--- src/rtl/sms_pkg.sv ---
package sms_pkg;

    typedef enum logic [1:0] {
        ST_IDLE  = 2'd0,
        ST_CMD   = 2'd1,
        ST_WAIT  = 2'd2,
        ST_DESEL = 2'd3
    } sms_state_t;

    typedef struct packed {
        logic [1:0] rd_lat;
        logic [1:0] wr_lat;
        logic       ce_ext;
        logic       strobe_fifo;
    } sms_cfg_t;

endpackage

--- src/rtl/sms_fsm.sv ---
module sms_fsm
    import sms_pkg::*;
#(
    parameter int BASE_DLY = 2
) (
    input  logic     clk,
    input  logic     rst_n,
    input  logic     req_valid,
    input  logic     req_write,
    input  sms_cfg_t cfg_in,
    output logic     accept,
    output sms_cfg_t cfg_act,
    output logic     req_ready,
    output logic     ce_n,
    output logic     ads_n,
    output logic     oe_n,
    output logic     we_n,
    output logic     data_en,
    output logic     sample_en
);

    localparam int CW = $clog2(BASE_DLY + 4) + 1;

    sms_state_t     state_q, state_d;
    logic [CW-1:0]  cnt_q;
    logic           wr_q;
    logic           last_phase;
    logic           oe_int;

    assign accept = req_valid && (state_q == ST_IDLE);

    // state register
    always_ff @(posedge clk or negedge rst_n) begin
        if (!rst_n) state_q <= ST_IDLE;
        else        state_q <= state_d;
    end

    // latency counter and per-access configuration snapshot
    always_ff @(posedge clk or negedge rst_n) begin
        if (!rst_n) begin
            cnt_q   <= '0;
            wr_q    <= 1'b0;
            cfg_act <= '0;
        end else begin
            if (accept) begin
                wr_q    <= req_write;
                cfg_act <= cfg_in;
            end
            if (state_q == ST_CMD) begin
                if (wr_q) cnt_q <= CW'(cfg_act.wr_lat) - CW'(1);
                else      cnt_q <= CW'(BASE_DLY) + CW'(cfg_act.rd_lat) - CW'(1);
            end else if (state_q == ST_WAIT && cnt_q != '0) begin
                cnt_q <= cnt_q - CW'(1);
            end
        end
    end

    always_comb begin
        last_phase = ((state_q == ST_CMD) && wr_q && (cfg_act.wr_lat == 2'd0)) ||
                     ((state_q == ST_WAIT) && (cnt_q == '0));
    end

    // next-state logic
    always_comb begin
        state_d = state_q;
        unique case (state_q)
            ST_IDLE:  if (req_valid) state_d = ST_CMD;
            ST_CMD:   begin
                if (last_phase) state_d = cfg_act.strobe_fifo ? ST_IDLE : ST_DESEL;
                else            state_d = ST_WAIT;
            end
            ST_WAIT:  if (last_phase) state_d = cfg_act.strobe_fifo ? ST_IDLE : ST_DESEL;
            ST_DESEL: state_d = ST_IDLE;
            default:  state_d = ST_IDLE;
        endcase
    end

    // outputs
    always_comb begin
        req_ready = (state_q == ST_IDLE);
        oe_int    = !wr_q && ((state_q == ST_CMD) || (state_q == ST_WAIT));
        oe_n      = !oe_int;
        we_n      = !((state_q == ST_CMD) && wr_q);
        ce_n      = !((state_q == ST_CMD) || (cfg_act.ce_ext && oe_int));
        if (cfg_act.strobe_fifo) ads_n = !((state_q == ST_CMD) && !wr_q);
        else                     ads_n = !((state_q == ST_CMD) || (state_q == ST_DESEL));
        data_en   = wr_q && last_phase;
        sample_en = !wr_q && (state_q == ST_WAIT) && (cnt_q == '0);
    end

endmodule

--- src/rtl/sms_reqreg.sv ---
module sms_reqreg #(
    parameter int AW = 16,
    parameter int DW = 32,
    parameter int BW = DW / 8
) (
    input  logic          clk,
    input  logic          rst_n,
    input  logic          load,
    input  logic [AW-1:0] addr_in,
    input  logic [BW-1:0] be_in,
    input  logic [DW-1:0] wdata_in,
    output logic [AW-1:0] addr_q,
    output logic [BW-1:0] be_n_q,
    output logic [DW-1:0] wdata_q
);

    always_ff @(posedge clk or negedge rst_n) begin
        if (!rst_n) begin
            addr_q  <= '0;
            be_n_q  <= '1;
            wdata_q <= '0;
        end else if (load) begin
            addr_q  <= addr_in;
            be_n_q  <= ~be_in;
            wdata_q <= wdata_in;
        end
    end

endmodule

--- src/rtl/sms_capture.sv ---
module sms_capture #(
    parameter int DW = 32
) (
    input  logic          clk,
    input  logic          rst_n,
    input  logic          sample_en,
    input  logic [DW-1:0] din,
    output logic          valid_q,
    output logic [DW-1:0] data_q
);

    always_ff @(posedge clk or negedge rst_n) begin
        if (!rst_n) begin
            valid_q <= 1'b0;
            data_q  <= '0;
        end else begin
            valid_q <= sample_en;
            if (sample_en) data_q <= din;
        end
    end

endmodule

--- src/rtl/sync_mem_seq.sv ---
module sync_mem_seq
    import sms_pkg::*;
#(
    parameter int AW       = 16,
    parameter int DW       = 32,
    parameter int BW       = DW / 8,
    parameter int BASE_DLY = 2
) (
    input  logic          clk,
    input  logic          rst_n,
    input  logic [1:0]    cfg_rd_lat,
    input  logic [1:0]    cfg_wr_lat,
    input  logic          cfg_ce_ext,
    input  logic          cfg_strobe_fifo,
    input  logic          req_valid,
    input  logic          req_write,
    input  logic [AW-1:0] req_addr,
    input  logic [BW-1:0] req_be,
    input  logic [DW-1:0] req_wdata,
    output logic          req_ready,
    output logic          mem_ce_n,
    output logic          mem_ads_n,
    output logic          mem_oe_n,
    output logic          mem_we_n,
    output logic [AW-1:0] mem_addr,
    output logic [BW-1:0] mem_be_n,
    output logic [DW-1:0] mem_dout,
    output logic          mem_dout_en,
    input  logic [DW-1:0] mem_din,
    output logic          rd_valid,
    output logic [DW-1:0] rd_data
);

    sms_cfg_t cfg_in;
    sms_cfg_t cfg_act;
    logic     accept;
    logic     sample_en;

    assign cfg_in = '{rd_lat: cfg_rd_lat, wr_lat: cfg_wr_lat,
                      ce_ext: cfg_ce_ext, strobe_fifo: cfg_strobe_fifo};

    sms_fsm #(.BASE_DLY(BASE_DLY)) u_fsm (
        .clk       (clk),
        .rst_n     (rst_n),
        .req_valid (req_valid),
        .req_write (req_write),
        .cfg_in    (cfg_in),
        .accept    (accept),
        .cfg_act   (cfg_act),
        .req_ready (req_ready),
        .ce_n      (mem_ce_n),
        .ads_n     (mem_ads_n),
        .oe_n      (mem_oe_n),
        .we_n      (mem_we_n),
        .data_en   (mem_dout_en),
        .sample_en (sample_en)
    );

    sms_reqreg #(.AW(AW), .DW(DW), .BW(BW)) u_req (
        .clk      (clk),
        .rst_n    (rst_n),
        .load     (accept),
        .addr_in  (req_addr),
        .be_in    (req_be),
        .wdata_in (req_wdata),
        .addr_q   (mem_addr),
        .be_n_q   (mem_be_n),
        .wdata_q  (mem_dout)
    );

    sms_capture #(.DW(DW)) u_cap (
        .clk       (clk),
        .rst_n     (rst_n),
        .sample_en (sample_en),
        .din       (mem_din),
        .valid_q   (rd_valid),
        .data_q    (rd_data)
    );

endmodule

--- config.mk ---
export PLATFORM = sky130hd
export DESIGN_NAME = sync_mem_seq
export DESIGN_NICKNAME = d
export VERILOG_FILES = /design/src/rtl/sms_pkg.sv /design/src/rtl/sms_fsm.sv /design/src/rtl/sms_reqreg.sv /design/src/rtl/sms_capture.sv /design/src/rtl/sync_mem_seq.sv
export SDC_FILE = /design/constraint.sdc
export NUM_CORES = 1
export LEC_CHECK = 0
export BUFFER_PORTS_ARGS = -buffer_cell sky130_fd_sc_hd__buf_2
export CAP_MARGIN = 20
export CORE_ASPECT_RATIO = 0.8
export CORE_MARGIN = 5
export CORE_UTILIZATION = 33
export DETAILED_ROUTE_END_ITERATION = 12
export PLACE_DENSITY = 0.61
export SLEW_MARGIN = 20
export SYNTH_ARGS = -nofsm -noshare
export SYNTH_HDL_FRONTEND = slang
export SYNTH_SLANG_ARGS = --single-unit
--- constraint.sdc ---
create_clock -name clk -period 4 [get_ports clk]
set_input_delay 0.8 -clock clk [delete_from_list [all_inputs] [get_ports clk]]
set_output_delay 0.8 -clock clk [all_outputs]
set_load 0.05 [all_outputs]
==> out/qor.yml <==
ys.flop_type: "dfrtp_1"
die_y_um: 109.7
stdcell_area_sq_um: 5451
min_period_ns: 2.778
io_pins: 185
clk_latency_ns: 0.33
cts_sinks: 98
holdCritPathClass: "flip-flop to flip-flop"
placed_area_sq_um: 5125
crit_buf_inv: 2
cts_tree: "built"
syn_to_final_growth_pct: 33.00
fmax_ghz: 0.3600
skew_ns: 0.003769
htreeDepth: 3
start_util_pct: 33.70
worstSetupPathType: "flip-flop to primary output"
setup_viol: 0
numCtsBuffers: 9
rr_startpoint: "u_fsm.state_q[0]$_DFFE_PN0P_"
syn_area_sq_um: 4099
synthTopCellsByArea: "dfrtp_1, mux2_2, mux2_4"
worstSetupEndpoint: "mem_dout_en"
drive_above_1_share_pct: 66.52
grt_pass1_wl_mm: 14.38
synth_edf_count: 0
die_w_um: 134.6
worstSetupEndpointType: "primary output"
drc_errors: 0
critPathTopFamily: "adder cells"
cts_resized: 0
fin_nets: 551
critPathLaunchType: "flip-flop"
n_antenna_cell: 0
cp.depth: 6
crit_start: "u_fsm.state_q[1]$_DFFE_PN0P_"
final_antenna_net_count: 0
critPathMaxFanout: 11
num_vias: 2752
fp-row-count: 36
dp_cells: 590
die_area_sq_um: 14760
syn_nets: 366
gr-total-overflow: 0
place_congestion: 0.7334
drtIter0Drc: 78
cap_viol_max_count: 0
post_cts_buffers: 0
synth_cells: 264
crit_chain: "inv_1, ha_1, and3_1, a21oi_1, nor2_1, buf_2"
clockBufferDepth: 2
routed_via_density: 4.541
port_buffers: 184
worst_pin_slew_ns: 1.021
r2r_cells: 5
ys_ff_latch: 98
antenna_found_initial: 0
avgSynthCellArea_sq_um: 15.53
final_hold_viol_count: 0
wl_per_cell_um: 15.31
first_global_vias: 2859
rsz0062_at_grt: "false"
slew_headroom_pct: 31.93
synth_area_leader_cell: "dfrtp_1"
synth_top_area_share_pct: 57.39
drv_slew: 0
yosysSeqAreaShare_pct: 59.95
critPathMaxStageDelay_ns: 0.41
dpl.hpwl_mm: 6.778
critPathSlowestCell: "ha_1"
drt_pass1_iterations: 4
utilization_pct: 44.83
cts-root-buf: "clkbuf_16"
synth_warnings: 0
clk_pin_slew_ns: 0.07
cts_hold_buf: 0
grt_usage_pct: 12.37
ff2ff_setup_slack_ns: 1.56
setup-tns-final_ns: 0
core_area_sq_um: 12160
rr_endpoint: "u_req.wdata_q[20]$_DFFE_PN0P_"
worstPathArrival_ns: 1.98
grt_start_max_net_pins: 76
outcome: "finished, final reports clean"
ys_types: 32
routed_wl_mm: 9.277
fin_cells: 606
required_ns: 3.20
async_flop_share_pct: 100.0
timing.final.crit_share_pct: 69.45
registers in the layout, summed over array words and instances (netlist names):
register and flops:
u_req.wdata_q 32, u_cap.data_q 32, u_fsm.state_q 2, u_req.addr_q 16, u_fsm.cnt_q 4, u_fsm.wr_q 1, u_fsm.cfg_act 6, u_cap.valid_q 1
u_req.be_n_q 4
cells in the mapped netlist (3+ instances only):
cell,count
a31oi_1,3
buf_12,3
buf_2,7
dfrtp_1,94
dfstp_2,4
ha_1,8
inv_1,9
mux2_2,58
mux2_4,29
nand2_1,12
nor2_1,3
o21ai_0,7
worst min-delay path by stage:
stage / to / start / depth (start not counted)
floorplan: u_fsm.cfg_act[2]$_DFFE_PN0P_ / u_fsm.cfg_act[2]$_DFFE_PN0P_ / 1
global placement: u_req.be_n_q[1]$_DFFE_PN1P_ / u_req.be_n_q[1]$_DFFE_PN1P_ / 2
detailed placement: u_req.be_n_q[0]$_DFFE_PN1P_ / u_req.be_n_q[0]$_DFFE_PN1P_ / 2
CTS: u_req.be_n_q[0]$_DFFE_PN1P_ / u_req.be_n_q[0]$_DFFE_PN1P_ / 2
global route: u_req.wdata_q[30]$_DFFE_PN0P_ / u_req.wdata_q[30]$_DFFE_PN0P_ / 1
finish: u_req.be_n_q[0]$_DFFE_PN1P_ / u_req.be_n_q[0]$_DFFE_PN1P_ / 2
cell type report:
type | instances | area (sq um)
Fill cell | 1097 | 6710
Sequential cell | 98 | 2457
Multi-Input combinational cell | 144 | 1498
Timing Repair Buffer | 187 | 945.9
Clock buffer | 10 | 239.0
Tap cell | 152 | 190.2
Clock inverter | 6 | 87.58
Inverter | 9 | 33.78
worst min-delay path: stages (launching register included):
cell and delay [ns]:
dfstp_2 0.37, nand2_1 0.04, o21ai_0 0.06
logic make-up after synthesis:
| family | share of synthesized area, % |
|---|---|
| mux | 27.05 |
| flops | 59.95 |
| buf+inv | 3.602 |
| fa+ha+maj | 2.442 |
| simple gates | 3.449 |
| compound gates | 3.510 |
cell usage in the layout (no fill, tap or decap), types with 4 or more instances in the layout:
cell type / netlist / final
buf_2: 7 / 183
dfrtp_1: 94 / 94
mux2_2: 58 / 58
mux2_4: 29 / 29
nand2_1: 12 / 11
inv_1: 9 / 9
clkbuf_16: 0 / 9
ha_1: 8 / 8
o21ai_0: 7 / 7
buf_4: 0 / 4
dfstp_2: 4 / 4
through the flow:
stage	setup slack (ns)	hold WS [ns]
after floorplan	1.302	0.4794
after global placement	1.490	0.4675
after detailed placement	1.439	0.4743
after CTS	1.199	0.4857
after global routing	1.027	0.5190
final	1.222	0.4794
layer usage:
| metal | GRT usage [%] | up-vias | wire length, um |
|---|---|---|---|
| li1 | - | 1298 | - |
| met1 | 16.60 | 1296 | 4253 |
| met2 | 17.04 | 143 | 3825 |
| met3 | 6.359 | 15 | 1034 |
| met4 | 4.506 | 0 | 163 |
| met5 | 0 | - | 0 |
Power is left out: the tool's default activity adds up to more than one toggle a clock period on the data nets, which glitch-free logic cannot reach.
